## config.mk

```make
export PLATFORM = sky130hd
export DESIGN_NAME = sdr_closed_ctrl
export DESIGN_NICKNAME = d
export VERILOG_FILES = /design/src/rtl/sdr_closed_ctrl.sv
export SDC_FILE = /design/constraint.sdc
export NUM_CORES = 1
export LEC_CHECK = 0
export BUFFER_PORTS_ARGS = -buffer_cell sky130_fd_sc_hd__buf_2
export CAP_MARGIN = 20
export CORE_MARGIN = 5
export CORE_UTILIZATION = 53
export DETAILED_ROUTE_END_ITERATION = 6
export PLACE_DENSITY = 0.81
export SLEW_MARGIN = 20
export SYNTH_ARGS = -nofsm -noshare
export SYNTH_HDL_FRONTEND = slang
export SYNTH_SLANG_ARGS = --single-unit
```

## constraint.sdc

```tcl
create_clock -name clk -period 2.8 [get_ports clk]
set_input_delay 0.56 -clock clk [delete_from_list [all_inputs] [get_ports clk]]
set_output_delay 0.56 -clock clk [all_outputs]
set_load 0.01 [all_outputs]
```

## src/rtl/sdr_closed_ctrl.sv

```systemverilog
module sdr_closed_ctrl #(
  parameter int BANK_W      = 2,
  parameter int ROW_W       = 13,
  parameter int COL_W       = 9,
  parameter int DQ_W        = 16,
  parameter int CAS_LAT     = 2,
  parameter int INIT_CYCLES = 20000,
  parameter int REF_PERIOD  = 68
) (
  input  logic                          clk,
  input  logic                          rst_n,
  input  logic                          host_req,
  input  logic                          host_we,
  input  logic [BANK_W+ROW_W+COL_W-1:0] host_addr,
  input  logic [2*DQ_W-1:0]             host_wdata,
  output logic                          host_busy,
  output logic                          host_ready,
  output logic [2*DQ_W-1:0]             host_rdata,
  output logic                          host_rvalid,
  output logic                          sd_cke,
  output logic                          sd_cs_n,
  output logic                          sd_ras_n,
  output logic                          sd_cas_n,
  output logic                          sd_we_n,
  output logic [BANK_W-1:0]             sd_ba,
  output logic [ROW_W-1:0]              sd_addr,
  output logic [DQ_W-1:0]               sd_dq_out,
  output logic                          sd_dq_oe,
  input  logic [DQ_W-1:0]               sd_dq_in
);
  localparam int AW = BANK_W + ROW_W + COL_W;
  localparam int IW = $clog2(INIT_CYCLES + 1);
  localparam int RW = $clog2(REF_PERIOD + 1);
  localparam int GW = $clog2(REF_PERIOD + 32);

  localparam logic [3:0] C_NOP = 4'b0111;
  localparam logic [3:0] C_ACT = 4'b0011;
  localparam logic [3:0] C_RD  = 4'b0101;
  localparam logic [3:0] C_WR  = 4'b0100;
  localparam logic [3:0] C_PRE = 4'b0010;
  localparam logic [3:0] C_REF = 4'b0001;
  localparam logic [3:0] C_MRS = 4'b0000;

  localparam logic [3:0] PALL_LAST = 4'd2;
  localparam logic [3:0] REF_LAST  = 4'd6;
  localparam logic [3:0] MRS_LAST  = 4'd2;
  localparam logic [3:0] RD_LAST   = 4'd7;
  localparam logic [3:0] WR_LAST   = 4'd8;
  localparam logic [3:0] XFER_STEP = 4'd3;
  localparam logic [3:0] RD_PRE    = 4'd5;
  localparam logic [3:0] WR_PRE    = 4'd6;
  localparam logic [3:0] CAP_LO    = 4'(3 + CAS_LAT);
  localparam logic [3:0] CAP_HI    = 4'(4 + CAS_LAT);
  localparam logic [6:0] MODE_WORD = {3'(CAS_LAT), 4'b0001};

  typedef enum logic [2:0] {S_WAIT, S_PALL, S_IREF, S_MRS, S_IDLE, S_ACC, S_REF} state_t;

  state_t              state;
  logic [3:0]          step;
  logic [IW-1:0]       init_cnt;
  logic                iref_second;
  logic [RW-1:0]       ref_cnt;
  logic                ref_pend;
  logic                ready;
  logic                lat_we;
  logic [BANK_W-1:0]   lat_ba;
  logic [ROW_W-1:0]    lat_row;
  logic [COL_W-1:0]    lat_col;
  logic [2*DQ_W-1:0]   lat_wdata;
  logic [2*DQ_W-1:0]   rdata;
  logic                rvalid;
  logic [3:0]          cmd;

  wire idle_free = (state == S_IDLE) && !ref_pend;
  wire accept    = idle_free && host_req;
  wire acc_last  = lat_we ? (step == WR_LAST) : (step == RD_LAST);
  wire pre_step  = lat_we ? (step == WR_PRE) : (step == RD_PRE);

  assign host_busy   = !idle_free;
  assign host_ready  = ready;
  assign host_rdata  = rdata;
  assign host_rvalid = rvalid;
  assign sd_cke      = 1'b1;
  assign {sd_cs_n, sd_ras_n, sd_cas_n, sd_we_n} = cmd;

  always_ff @(posedge clk) begin
    if (!rst_n) begin
      state       <= S_WAIT;
      step        <= '0;
      init_cnt    <= '0;
      iref_second <= 1'b0;
      ref_cnt     <= '0;
      ref_pend    <= 1'b0;
      ready       <= 1'b0;
      lat_we      <= 1'b0;
      lat_ba      <= '0;
      lat_row     <= '0;
      lat_col     <= '0;
      lat_wdata   <= '0;
      rdata       <= '0;
      rvalid      <= 1'b0;
    end else begin
      rvalid <= 1'b0;
      case (state)
        S_WAIT:
          if (init_cnt == IW'(INIT_CYCLES - 1)) begin
            state <= S_PALL;
            step  <= '0;
          end else begin
            init_cnt <= init_cnt + 1'b1;
          end
        S_PALL:
          if (step == PALL_LAST) begin
            state <= S_IREF;
            step  <= '0;
          end else begin
            step <= step + 1'b1;
          end
        S_IREF:
          if (step == REF_LAST) begin
            step <= '0;
            if (iref_second) state <= S_MRS;
            iref_second <= 1'b1;
          end else begin
            step <= step + 1'b1;
          end
        S_MRS:
          if (step == MRS_LAST) begin
            state <= S_IDLE;
            step  <= '0;
            ready <= 1'b1;
          end else begin
            step <= step + 1'b1;
          end
        S_IDLE:
          if (ref_pend) begin
            state    <= S_REF;
            step     <= '0;
            ref_pend <= 1'b0;
          end else if (host_req) begin
            state     <= S_ACC;
            step      <= '0;
            lat_we    <= host_we;
            lat_ba    <= host_addr[AW-1 -: BANK_W];
            lat_row   <= host_addr[COL_W +: ROW_W];
            lat_col   <= host_addr[COL_W-1:0];
            lat_wdata <= host_wdata;
          end
        S_ACC: begin
          if (!lat_we && step == CAP_LO) rdata[DQ_W-1:0] <= sd_dq_in;
          if (!lat_we && step == CAP_HI) begin
            rdata[2*DQ_W-1:DQ_W] <= sd_dq_in;
            rvalid               <= 1'b1;
          end
          if (acc_last) begin
            state <= S_IDLE;
            step  <= '0;
          end else begin
            step <= step + 1'b1;
          end
        end
        S_REF:
          if (step == REF_LAST) begin
            state <= S_IDLE;
            step  <= '0;
          end else begin
            step <= step + 1'b1;
          end
        default: state <= S_WAIT;
      endcase
      if (ready) begin
        if (ref_cnt == RW'(REF_PERIOD - 1)) begin
          ref_cnt  <= '0;
          ref_pend <= 1'b1;
        end else begin
          ref_cnt <= ref_cnt + 1'b1;
        end
      end
    end
  end

  always_comb begin
    cmd       = C_NOP;
    sd_ba     = '0;
    sd_addr   = '0;
    sd_dq_out = '0;
    sd_dq_oe  = 1'b0;
    case (state)
      S_PALL:
        if (step == '0) begin
          cmd         = C_PRE;
          sd_addr[10] = 1'b1;
        end
      S_IREF, S_REF:
        if (step == '0) cmd = C_REF;
      S_MRS:
        if (step == '0) begin
          cmd     = C_MRS;
          sd_addr = {{(ROW_W-7){1'b0}}, MODE_WORD};
        end
      S_ACC: begin
        sd_ba = lat_ba;
        if (step == '0) begin
          cmd     = C_ACT;
          sd_addr = lat_row;
        end else if (step == XFER_STEP) begin
          cmd     = lat_we ? C_WR : C_RD;
          sd_addr = {{(ROW_W-COL_W){1'b0}}, lat_col};
          if (lat_we) begin
            sd_dq_oe  = 1'b1;
            sd_dq_out = lat_wdata[DQ_W-1:0];
          end
        end else if (step == XFER_STEP + 4'd1 && lat_we) begin
          sd_dq_oe  = 1'b1;
          sd_dq_out = lat_wdata[2*DQ_W-1:DQ_W];
        end else if (pre_step) begin
          cmd = C_PRE;
        end
      end
      default: ;
    endcase
  end

  logic          row_open;
  logic          ref_seen;
  logic [GW-1:0] since_ref;

  always_ff @(posedge clk) begin
    if (!rst_n) begin
      row_open  <= 1'b0;
      ref_seen  <= 1'b0;
      since_ref <= '0;
    end else begin
      if (cmd == C_ACT) row_open <= 1'b1;
      else if (cmd == C_PRE) row_open <= 1'b0;
      if (cmd == C_REF) begin
        since_ref <= GW'(1);
        ref_seen  <= ready;
      end else if (since_ref != '1) begin
        since_ref <= since_ref + 1'b1;
      end
    end
  end

  AST_READY_STAYS: assert property (@(posedge clk) disable iff (!rst_n)
    ready |=> ready);
  AST_REF_NOPS: assert property (@(posedge clk) disable iff (!rst_n)
    (cmd == C_REF) |=> (cmd == C_NOP) ##1 (cmd == C_NOP) ##1 (cmd == C_NOP)
                       ##1 (cmd == C_NOP) ##1 (cmd == C_NOP) ##1 (cmd == C_NOP));
  AST_REF_GAP: assert property (@(posedge clk) disable iff (!rst_n)
    (cmd == C_REF && ref_seen) |-> (since_ref <= GW'(REF_PERIOD + 9)));
  AST_DQ_ONLY_WRITE: assert property (@(posedge clk) disable iff (!rst_n)
    sd_dq_oe |-> (cmd == C_WR || $past(cmd) == C_WR));
  AST_RVALID_PULSE: assert property (@(posedge clk) disable iff (!rst_n)
    host_rvalid |=> !host_rvalid);
  AST_ACCEPT_ACT: assert property (@(posedge clk) disable iff (!rst_n)
    (host_req && !host_busy) |=> (cmd == C_ACT));
  AST_ACT_CLOSED: assert property (@(posedge clk) disable iff (!rst_n)
    (cmd == C_ACT) |-> !row_open);
  AST_XFER_OPEN: assert property (@(posedge clk) disable iff (!rst_n)
    (cmd == C_RD || cmd == C_WR) |-> row_open);
endmodule

```

==> summary.md <==
| Metric | Value |
|---|---|
| Die H | between 100 and 150 µm |
| Diode count | 0 |
| Failing checks | DRC, setup timing |
| Share of post-route cells with drive strength above 1 | 29.2% |
| Outcome | finished with violations |
| Area taken by multi-input logic gates | ~3000 µm² |
| Least-Margin Pin Slew | ~0.56 ns |
| Reg clk slew, reported paths | around 0.06 ns |
| Ports | about 150 |
| Synth Area in XOR/XNOR | ~2.8% |
| Syn avg cell area | a little over 8 µm² |
| Min-delay src | host_wdata[19] |
| TritonCTS Sinks | about 120 |
| Slew Viols, Final | 0 |
| Critical path buffers and inverters | 2 |
| RSZ-0062 raised after global routing | yes |
| Slowest CP cell | or4b_4 |
| WP data arrival | 2.33 ns |
| Achievable Freq | roughly 0.35 GHz |
| Post-synth EDFFs | 0 |
| Reg-to-reg startpoint | state[2] |
| H-tree level count | 4 |
| Crit share post-route | 103% |
| Reg-to-Reg End | lat_wdata[0] |
| Clock tree from TritonCTS | done |
| First-pass GRT wire length | around 25,000 µm |
| Num CTS Buffers | 17 |
| Layout Utilization | roughly 70% |
| Synth cell count leaders | nand2_1, dfxtp_1, a21boi_1 |
| Crit-path cells | ha_4 -> inv_4 -> nor3_4 -> a21oi_4 -> or4b_4 -> a21oi_1 -> buf_2 |
| Fin. Hold Viols | 0 |
| Delay-heaviest family, CP | simple AND/OR/NAND/NOR gates |
| Area leader, netlist | dfxtp_1 |
| Max-cap viol count | 0 |
| Crit start category | flop |
| Grt total ovfl | 0 |
| Hold slack | between 0.2 and 0.3 ns |
| Post-route ant nets | 0 |
| Synth Area in Compound Gates | between 10% and 20% |
| Yosys reg bits | between 100 and 150 |
| Max IR drop VDD | approximately 0.39 mV |
| R2R Setup Slk | between 0.6 and 0.7 ns |
| Initial DRC Count | just under 500 |
| Final GP Congestion | 1.02 |
| Crit Path Category | reg2out |
| Root Driver | clkbuf_8 |
| Final WS setup | -0.0923 ns |
| Number of fill cells | ~770 |
| FFs w/ async S/R, synth | 0% |
| Die width | between 100 and 150 µm |
| Mapped Nets | roughly 760 |
| Clk Latency, worst-skew pair | about 0.52 ns |
| DRC Markers | 2 |
| Static Leak | 2.88 nW |
| Post-synthesis mux area share | approximately 3.4% |
| DR pass1 iterations | 7 |
| DIE AREA | 12,600 µm² |
| Initial antenna violation count | 0 |
| WP data required | 2.24 ns |
| Power density over the cells | 587 nW/µm² |
| Synth Area in Simple Gates | 26.7% |
| Min-delay worst type | in2reg |
| Largest family of logic cells by synthesized area | simple AND/OR/NAND/NOR gates |
| Worst Hold Path EP | lat_wdata[19] |
| Top-area cell type share of the netlist area | 43.9% |
| Minimum clock period | 2.89 ns |
| Nets | 908 |
| Average routed wire per standard cell | roughly 16 µm |
| CTS Buffer Depth | 2 |
| Mapped Area | roughly 5600 µm² |
| Unique cell type count in the Yosys netlist | between 50 and 60 |
| Critical path peak fanout | 8 |
| Part of the Yosys area used for sequential elements | a little over two fifths |
| Port bufs | ~150 |
| Hpwl dp | about 10,000 µm |
| Synth area leaders | dfxtp_1, nand2_1, a21boi_1 |
| WL final | between 15,000 and 20,000 µm |
| Most numerous cell in the Yosys netlist | nand2_1 |
| Hold buffers post-CTS | 0 |
| Detailed-route via count | between 5,000 and 6,000 |
| Setup violators final | 13 |
| Worst setup path start | step[0] |
| Core Region | around 10,000 µm² |
| Setup crit end kind | output port |
| Post-Syn Instances | approximately 680 |
| CP max stage delay | just over 0.6 ns |
| Relative slew slack | 62.7% |
| Worst Skew | around 0.0053 ns |
| Layout area overhead | 29.7% |
| Initial core utilization | 54.1% |
| Sequential cell area | 2450 µm² |
| Synth Flop Type | dfxtp_1 |
| Largest net degree at the start of global routing | just over 50 |
| Worst hold stages | 3 |
| Routed vias/inst | between 5 and 6 |
| Vias in the first global route | about 5,300 |
| Gr usage total | 23.8% |
| YS warnings | 0 |
| Fraction of the mapped netlist area in adder cells | 1.35% |
| R2R depth | 7 |
| Cell row count | 37 |
power breakdown:
part / total [mW] / internal (mW) / switching [mW]
sequential: 1.77 / 1.75 / 0.0152
combinational: 0.276 / 0.132 / 0.144
clock: 2.19 / 1.42 / 0.768
worst max-delay path by stage:
stage / to / slack (ns) / depth (start not counted)
detailed placement: sd_dq_out[8] / -0.01 / 7
CTS: sd_dq_out[3] / -0.06 / 7
global placement: sd_dq_out[6] / 0.19 / 7
global route: sd_dq_out[14] / -0.17 / 7
finish: sd_dq_out[14] / -0.09 / 7
floorplan: sd_dq_out[10] / 0.28 / 7
flip-flops by register name, summed over array words and instances, names as in the netlist:
signal and cells:
ref_cnt 7, iref_second 1, host_rdata 32, lat_ba 2, state 3, host_ready 1
init_cnt 15, step 4, ref_pend 1, lat_wdata 32, lat_col 9, host_rvalid 1
lat_row 13, lat_we 1
per-layer routing:
metal	GRT usage, %	part of all wire (%)	vias up
met3	6.42	6.8	61
met1	28.0	40	2535
met5	0	0	-
met4	12.0	4.0	0
met2	39.9	49	233
li1	-	-	2564
what timing repair did:
action / in CTS / in global routing
cloned: 2 / 0
gates resized for setup: 21 / 20
setup endpoints to repair: 20 / 20
setup buffers: 5 / 4
pin swaps: 5 / 4
final cells by class:
| type | instances | share of cell area, % |
|---|---|---|
| repair buffers | 169 | 12.8 |
| multi-input cells | 507 | 42.0 |
| flip-flops and latches | 122 | 34.0 |
| inverters | 9 | 0.538 |
| well taps | 136 | 2.36 |
| clock buffers | 21 | 6.36 |
| clock inverters | 11 | 1.99 |
through the flow:
| stage | instance area, µm² | setup TNS (ns) | std cells | worst slack [ns] | power, mW |
|---|---|---|---|---|---|
| after detailed placement | 6390 | -0.0144 | 932 | -0.0144 | 2.05 |
| after global routing | 7210 | -1.71 | 975 | -0.175 | 4.37 |
| final | 7210 | -0.678 | 975 | -0.0923 | 4.23 |
| after CTS | 7120 | -0.216 | 971 | -0.0568 | 4.23 |
| after global placement | 6390 | 0 | 932 | 0.187 | 2.04 |
| after floorplan | 5560 | 0 | 681 | 0.282 | 1.95 |
kinds of logic after synthesis:
| logic type | count (synthesis) |
|---|---|
| AND/OR/NAND/NOR | 326 |
| AO/OA/AOI/OAI | 134 |
| flip-flops | 122 |
| buffers and inverters | 54 |
| multiplexers | 19 |
| XOR/XNOR | 18 |
| adder cells (fa/ha/maj) | 6 |
| other | 2 |
cell usage in the layout, fill, tap and decap left out, types with 14 or more instances in the layout:
master and n:
nor2b_1 20, mux2i_1 19, nor2_1 25, and2_1 14, a21oi_2 14, dfxtp_1 119, clkbuf_16 16, buf_4 23
a21boi_1 78, nand2_1 199, buf_2 144
tightest hold or removal path, delay by kind of cell:
kind                   cells  cell delay [ns]
buffers and inverters      1             0.10
AND/OR/NAND/NOR            1             0.05
AO/OA/AOI/OAI              1             0.05
No activity file was read; power rests on OpenSTA's default activity.
